[src/rtl/irq_cpu_if_pkg.sv]
package irq_cpu_if_pkg;
  localparam int ADDR_W = 5;
  localparam logic [ADDR_W-1:0] OFS_CTRL = 5'h00;
  localparam logic [ADDR_W-1:0] OFS_MASK = 5'h04;
  localparam logic [ADDR_W-1:0] OFS_BPT  = 5'h08;
  localparam logic [ADDR_W-1:0] OFS_ACK  = 5'h0C;
  localparam logic [ADDR_W-1:0] OFS_EOI  = 5'h10;
  localparam logic [ADDR_W-1:0] OFS_RUN  = 5'h14;
  localparam logic [ADDR_W-1:0] OFS_PEND = 5'h18;

  typedef struct packed {
    logic wrCtrl;
    logic wrMask;
    logic wrBpt;
    logic ackOk;   // a candidate may be claimed now
    logic push;    // acknowledge read claims it
    logic pop;     // end-of-interrupt retires top entry
  } ctlStrobes_t;
endpackage

[src/rtl/irq_cpu_if_datapath.sv]
module irq_cpu_if_datapath
  import irq_cpu_if_pkg::*;
#(
  parameter int ID_W   = 10,
  parameter int PRIO_W = 8,
  parameter int SRC_W  = 2,
  parameter int DEPTH  = 4
) (
  input  logic              clk,
  input  logic              rst_n,
  input  ctlStrobes_t       stb,
  input  logic              candValid,
  input  logic [ID_W-1:0]   candId,
  input  logic [PRIO_W-1:0] candPrio,
  input  logic [SRC_W-1:0]  candSrc,
  input  logic [ADDR_W-1:0] addr,
  input  logic [31:0]       wrData,
  output logic [31:0]       rdData,
  output logic              ctrlEn,
  output logic              signalOk,
  output logic              notEmpty,
  output logic [ID_W-1:0]   topId
);
  localparam int PTR_W = $clog2(DEPTH + 1);
  localparam int IDX_W = (DEPTH > 1) ? $clog2(DEPTH) : 1;
  localparam logic [PTR_W-1:0] FULL = PTR_W'(DEPTH);
  localparam logic [ID_W-1:0] SPURIOUS = '1;
  localparam logic [PRIO_W-1:0] IDLE_PRIO = '1;

  logic [PRIO_W-1:0] prioMask;
  logic [2:0]        binPt;
  logic [PTR_W-1:0]  depth;
  logic [PRIO_W-1:0] stkPrio [DEPTH];
  logic [ID_W-1:0]   stkId   [DEPTH];
  logic [IDX_W-1:0]  topIdx;
  logic [PRIO_W-1:0] runPrio;
  logic [PRIO_W-1:0] groupMask;

  assign topIdx    = IDX_W'(depth - 1'b1);
  assign notEmpty  = (depth != '0);
  assign runPrio   = notEmpty ? stkPrio[topIdx] : IDLE_PRIO;
  assign topId     = stkId[topIdx];
  assign groupMask = PRIO_W'(IDLE_PRIO << ({1'b0, binPt} + 4'd1));

  always_comb begin
    signalOk = candValid && (candPrio < prioMask) && (depth != FULL);
    if (notEmpty && !((candPrio & groupMask) < (runPrio & groupMask)))
      signalOk = 1'b0;
  end

  always_ff @(posedge clk or negedge rst_n) begin
    if (!rst_n) begin
      ctrlEn   <= 1'b0;
      prioMask <= '0;
      binPt    <= '0;
      depth    <= '0;
    end else begin
      if (stb.wrCtrl) ctrlEn   <= wrData[0];
      if (stb.wrMask) prioMask <= wrData[PRIO_W-1:0];
      if (stb.wrBpt)  binPt    <= wrData[2:0];
      if (stb.push)     depth <= depth + 1'b1;
      else if (stb.pop) depth <= depth - 1'b1;
    end
  end

  for (genvar i = 0; i < DEPTH; i++) begin : g_stack
    always_ff @(posedge clk or negedge rst_n) begin
      if (!rst_n) begin
        stkPrio[i] <= '1;
        stkId[i]   <= '0;
      end else if (stb.push && depth == PTR_W'(i)) begin
        stkPrio[i] <= candPrio;
        stkId[i]   <= candId;
      end
    end
  end

  always_comb begin
    rdData = '0;
    unique case (addr)
      OFS_CTRL: rdData = 32'(ctrlEn);
      OFS_MASK: rdData = 32'(prioMask);
      OFS_BPT:  rdData = 32'(binPt);
      OFS_ACK:  rdData = stb.ackOk ? 32'({candSrc, candId}) : 32'(SPURIOUS);
      OFS_RUN:  rdData = 32'(runPrio);
      OFS_PEND: rdData = candValid ? 32'(candId) : 32'(SPURIOUS);
      default:  rdData = '0;
    endcase
  end

  // a claim never lands on a full stack
  a_r7_push_room: assert property (@(posedge clk) disable iff (!rst_n)
    stb.push |-> depth != FULL);
  // retiring needs an active entry
  a_r8_pop_has_entry: assert property (@(posedge clk) disable iff (!rst_n)
    stb.pop |-> depth != '0);
  // without claim or retire the stack depth holds
  a_r6_depth_hold: assert property (@(posedge clk) disable iff (!rst_n)
    (!stb.push && !stb.pop) |=> $stable(depth));
endmodule

[src/rtl/irq_cpu_if_ctrl.sv]
module irq_cpu_if_ctrl
  import irq_cpu_if_pkg::*;
#(
  parameter int ID_W = 10
) (
  input  logic              clk,
  input  logic              rst_n,
  input  logic [ADDR_W-1:0] addr,
  input  logic              wrEn,
  input  logic              rdEn,
  input  logic [31:0]       wrData,
  input  logic              ctrlEn,
  input  logic              signalOk,
  input  logic              notEmpty,
  input  logic [ID_W-1:0]   topId,
  output ctlStrobes_t       stb,
  output logic              irqOut
);
  logic irqQ;

  always_comb begin
    stb        = '0;
    stb.wrCtrl = wrEn && addr == OFS_CTRL;
    stb.wrMask = wrEn && addr == OFS_MASK;
    stb.wrBpt  = wrEn && addr == OFS_BPT;
    stb.ackOk  = ctrlEn && signalOk;
    stb.push   = rdEn && addr == OFS_ACK && stb.ackOk;
    stb.pop    = wrEn && addr == OFS_EOI && notEmpty && wrData[ID_W-1:0] == topId;
  end

  always_ff @(posedge clk or negedge rst_n) begin
    if (!rst_n) irqQ <= 1'b0;
    else        irqQ <= ctrlEn && signalOk && !stb.push;
  end

  assign irqOut = irqQ;

  // a request only follows an enabled cycle
  a_r2_irq_needs_enable: assert property (@(posedge clk) disable iff (!rst_n)
    irqQ |-> $past(ctrlEn));
  // request is down right after a claim
  a_r5_drop_after_ack: assert property (@(posedge clk) disable iff (!rst_n)
    stb.push |=> !irqQ);
endmodule

[src/rtl/irq_cpu_if.sv]
module irq_cpu_if
  import irq_cpu_if_pkg::*;
#(
  parameter int ID_W   = 10,
  parameter int PRIO_W = 8,
  parameter int SRC_W  = 2,
  parameter int DEPTH  = 4
) (
  input  logic              clk,
  input  logic              rst_n,
  input  logic              candValid,
  input  logic [ID_W-1:0]   candId,
  input  logic [PRIO_W-1:0] candPrio,
  input  logic [SRC_W-1:0]  candSrc,
  input  logic [ADDR_W-1:0] addr,
  input  logic              wrEn,
  input  logic [31:0]       wrData,
  input  logic              rdEn,
  output logic [31:0]       rdData,
  output logic              irqOut
);
  ctlStrobes_t     stb;
  logic            ctrlEn, signalOk, notEmpty;
  logic [ID_W-1:0] topId;

  irq_cpu_if_ctrl #(.ID_W(ID_W)) u_ctrl (
    .clk(clk), .rst_n(rst_n), .addr(addr), .wrEn(wrEn), .rdEn(rdEn),
    .wrData(wrData), .ctrlEn(ctrlEn), .signalOk(signalOk),
    .notEmpty(notEmpty), .topId(topId), .stb(stb), .irqOut(irqOut)
  );

  irq_cpu_if_datapath #(.ID_W(ID_W), .PRIO_W(PRIO_W), .SRC_W(SRC_W), .DEPTH(DEPTH)) u_dp (
    .clk(clk), .rst_n(rst_n), .stb(stb), .candValid(candValid),
    .candId(candId), .candPrio(candPrio), .candSrc(candSrc), .addr(addr),
    .wrData(wrData), .rdData(rdData), .ctrlEn(ctrlEn), .signalOk(signalOk),
    .notEmpty(notEmpty), .topId(topId)
  );
endmodule

[config.mk]
export PLATFORM = sky130hd
export DESIGN_NAME = irq_cpu_if
export DESIGN_NICKNAME = d
export VERILOG_FILES = /design/src/rtl/irq_cpu_if_pkg.sv /design/src/rtl/irq_cpu_if_datapath.sv /design/src/rtl/irq_cpu_if_ctrl.sv /design/src/rtl/irq_cpu_if.sv
export SDC_FILE = /design/constraint.sdc
export NUM_CORES = 1
export LEC_CHECK = 0
export ABC_AREA = 1
export BUFFER_PORTS_ARGS = -buffer_cell sky130_fd_sc_hd__buf_4
export CAP_MARGIN = 20
export CORE_MARGIN = 2
export CORE_UTILIZATION = 40
export DETAILED_ROUTE_END_ITERATION = 16
export PLACE_DENSITY = 0.72
export SLEW_MARGIN = 10
export SYNTH_ARGS = -nofsm -noshare
export SYNTH_HDL_FRONTEND = slang
export SYNTH_HIERARCHICAL = 1
export SYNTH_SLANG_ARGS = --single-unit
[constraint.sdc]
create_clock -name clk -period 8.9 [get_ports clk]
set_clock_uncertainty 0.05 [all_clocks]
set_input_delay 0.89 -clock clk [delete_from_list [all_inputs] [get_ports clk]]
set_output_delay 0.89 -clock clk [all_outputs]
set_load 0.02 [all_outputs]
==> run summary <==
The flow ran to the end, and the final reports show no timing, DRC or antenna violations. The global-route wire length before repair came out at 21,000 µm. At the worst endpoint, the required time is 7960 ps. In the layout the commonest cells are 145 x nand2_1, 131 x o21ai_0, 75 x nor2_1. The placeable core region is 12,500 µm². The proportion of synthesized flip-flops having asynchronous set or reset came out at 100%. The count of vias placed by the detailed router is 4,486. The capture point of the worst reg-to-reg path is u_dp/stkPrio[18]. The internal power contribution came out at 0.742 mW. The worst setup path is of the register to primary output kind. The library cell used most frequently in the layout, excluding fill and tap cells, is nand2_1. The capturing instance or port of the critical path is rdData[4]. For the pin with the worst max-slew slack, the measured transition is 805 ps. Gates resized during post-CTS repair numbered 0. Once placement completed, the tool counted placed cells totaling 861. The count of pins over their slew limit was 0.

Routability-driven placement finished with a final weighted congestion of 0.904. The number of global-route vias before repair came out at 4,216. The fraction of layout cells with a size suffix above 1 is 16.3%. The number of maximum-capacitance violations is 0.

The flip-flop and latch count after synthesis is 88. For this run, the post-layout net count is 784. Synthesis handed over a netlist of 658 instances. In this run, the combinational gates consume 22.9% of the power. Before antenna repair, the detailed router went through 7 iterations. The clock net in this run drives a total of 88 sinks.

The layout overhead on the synthesized area is 14.9%. The effective utilization at floorplan came out at 40.7%. Setup repair after global routing left no endpoint under its margin. The met3 track utilization from global routing came out at 4.74%. Headroom to the max-slew limit came out at 46.3%. The final count of negative-setup-slack endpoints came out at 0. The leading register cell type out of synthesis is dfrtp_1. The setup check on the worst reg-to-reg path leaves a slack of 2790 ps. The total grt overflow is 0.

The post-synthesis average cell area came out at 7.74 µm². The maximum clock insertion buffer count came out at 2. The total power consumption of the routed design is 1.07 mW. The timing-limited maximum frequency came out at 0.151 GHz. For this run, the total global-route usage over all layers was measured as 19.9%. The total leakage power came out at 2.74 nW.

STA classifies the critical path endpoint as a primary output. TritonCTS built the clock tree. The switching power total is 0.331 mW. The worst path uses 74.6% of the clock period.

The worst reg-to-reg path cell count is 19. The placed wire-length estimate came out at 9170 µm. The minimum clock period came out at 6640 ps.

The count of endpoints failing hold in the final timing report came out at 0. After global routing, the most crowded layer is met2. The wire length after detailed routing came out at 13,000 µm.

The post-synthesis instance area came out at 5090 µm². The final core utilization is 46.8%. The final antenna-violating net count came out at 0.

The cell chosen for the clock root is clkbuf_16. The total non-filler cell area in the finished layout is 5850 µm². The largest fanout on the critical path is 40. The placement-stage worst setup slack came out at 2620 ps. The smallest hold slack is 392 ps. The worst endpoint data arrival time is 5700 ps.

The met2 demand-to-capacity share in global routing came out at 33.2%. The clock network fraction of design power came out at 37.2%. The most critical setup path has its startpoint at u_dp/depth[0]. The least setup slack across all paths after layout came out at 2260 ps. The maximum VDD drop came out at 0.125 mV. The floorplan step defined a die boundary enclosing 13,700 µm². The largest incremental delay on the critical path is 880 ps. The critical path goes through buf_4 -> inv_6 -> ha_1 -> clkinv_1 -> nor2_1 -> o21ai_0 -> o311ai_1 -> nand2_1 -> ha_1 -> a21oi_1 -> nor2_1 -> a2111oi_0 -> nand2_1 -> a21oi_2 -> nand2_1 -> inv_1 -> inv_1 -> o21ai_0 -> o2111ai_1 -> buf_4.

The post-CTS setup buffer count is 0. CTS built an H-tree with a depth of 3. The clock reaches the later pin of the worst-skew pair after 350 ps. The top-level port count is 95.

The worst min-delay path category is input pin to async pin. The post-detailed-route via-to-cell ratio came out at 5.12. The startpoint identified for the worst register-to-register timing path is u_dp/depth[0]. Entering global routing, the biggest net connects 65 pins.

The slowest stage of the critical path is the ha_1 cell. The clock transition time at the flip-flop clock pins of the worst setup and hold paths came out at 60 ps. In this run the core area contains 41 standard-cell rows. The number of port buffers is 52.

The chip width came out at 117 µm. In this run the cell area measured after placement is 5540 µm². The cts-stage hold buffer count is 0. The power density over cell area came out at 183 nW/µm². The detailed-route wire length per cell is 14.9 µm. The final standard cell count with taps included and fillers excluded came out at 877. The number of distinct library cell variants in the gate-level netlist after synthesis is 41. The accumulated negative setup slack is 0 ps.

The DRC violation count after routing is 0. The total clock buffers created by CTS came out at 9. The total number of yosys warnings is 6. Of the total power, the share spent switching nets is 30.9%. The violation count after the first detailed-route iteration is 428.

The number of antenna violations at the first check in global routing is 0. The fraction of power consumed by sequential logic came out at 39.9%. The worst setup path is launched from a register. The number of flops mapped to enable cells by yosys came out at 0.

The number of diodes added for antenna fixing is 0. The met1 layer usage reported by global route came out at 26.6%. The vertical extent of the die is 117 µm. The share of the yosys chip area belonging to registers came out at 44.0%.

The most repeated library cell on the critical path is nand2_1.
[sequential cells by signal, indices dropped and copies added, names as in the netlist]
register,count
u_dp/binPt,3
u_dp/prioMask,8
u_ctrl/irqOut,1
u_dp/depth,3
u_dp/stkId,40
u_dp/ctrlEn,1
u_dp/stkPrio,32
[kinds of logic (layout without fill, tap and decap cells)]
family	after synthesis	in the layout	synth area share, %
multiplexers	1	1	0.221
AND/OR/NAND/NOR	251	251	19.8
flip-flops	88	88	44.0
adder cells (fa/ha/maj)	22	22	5.40
other	1	20	0.0736
buffers and inverters	115	143	10.6
XOR/XNOR	6	6	1.03
AO/OA/AOI/OAI	174	174	18.8
[per-layer routing]
metal | up-vias | routed length (µm)
li1 | 2210 | -
met1 | 2121 | 5680
met2 | 132 | 6370
met3 | 23 | 720
met4 | 0 | 263
met5 | - | 0
[synthesized netlist by cell type (3+ instances only)]
master	count	area, µm²
nand2_1	146	548
o21ai_0	131	656
nor2_1	75	282
inv_1	64	240
dfrtp_1	56	1400
dfstp_2	32	841
ha_1	22	275
buf_4	20	150
clkbuf_1	19	71.3
nand3_1	13	65.1
o22ai_1	11	68.8
a21oi_1	10	50.1
o2111ai_1	6	52.6
o311ai_1	6	52.6
xor2_1	6	52.6
nor3_1	4	20.0
buf_2	3	15.0
nand4_1	3	18.8
[worst max-delay path, delay by kind of cell (launching register included)]
family	cells	cell delay [ps]
AND/OR/NAND/NOR	5	660
buffers and inverters	6	1850
flip-flops	1	320
AO/OA/AOI/OAI	7	1310
adder cells (fa/ha/maj)	2	1190
[power by group through the flow]
stage / registers (mW) / logic [mW] / clock network [mW]
2_1_floorplan: 0.433 / 0.173 / 0
5_1_grt: 0.430 / 0.283 / 0.422
3_3_place_gp: 0.434 / 0.240 / 0
3_5_place_dp: 0.434 / 0.243 / 0
6_report: 0.428 / 0.246 / 0.399
4_1_cts: 0.428 / 0.245 / 0.409
[worst min-delay path by stage]
stage | startpoint | endpoint | cells past startpoint
after floorplan | u_dp/stkId[20] | u_dp/stkId[20] | 2
after global placement | u_dp/stkId[18] | u_dp/stkId[18] | 2
after detailed placement | u_dp/stkId[20] | u_dp/stkId[20] | 2
after CTS | rst_n | u_dp/stkId[34] | 1
after global routing | rst_n | u_dp/stkId[34] | 1
final | rst_n | u_dp/depth[1] | 1
[final cells by class]
| type | instances | area [µm²] |
|---|---|---|
| clock buffers | 10 | 229 |
| clock inverters | 6 | 83.8 |
| fillers | 1255 | 6660 |
| inverters | 69 | 264 |
| multi-input cells | 474 | 2380 |
| flip-flops and latches | 88 | 2240 |
| well taps | 172 | 215 |
| repair buffers | 58 | 435 |
No activity file was read; power rests on OpenSTA's default activity.
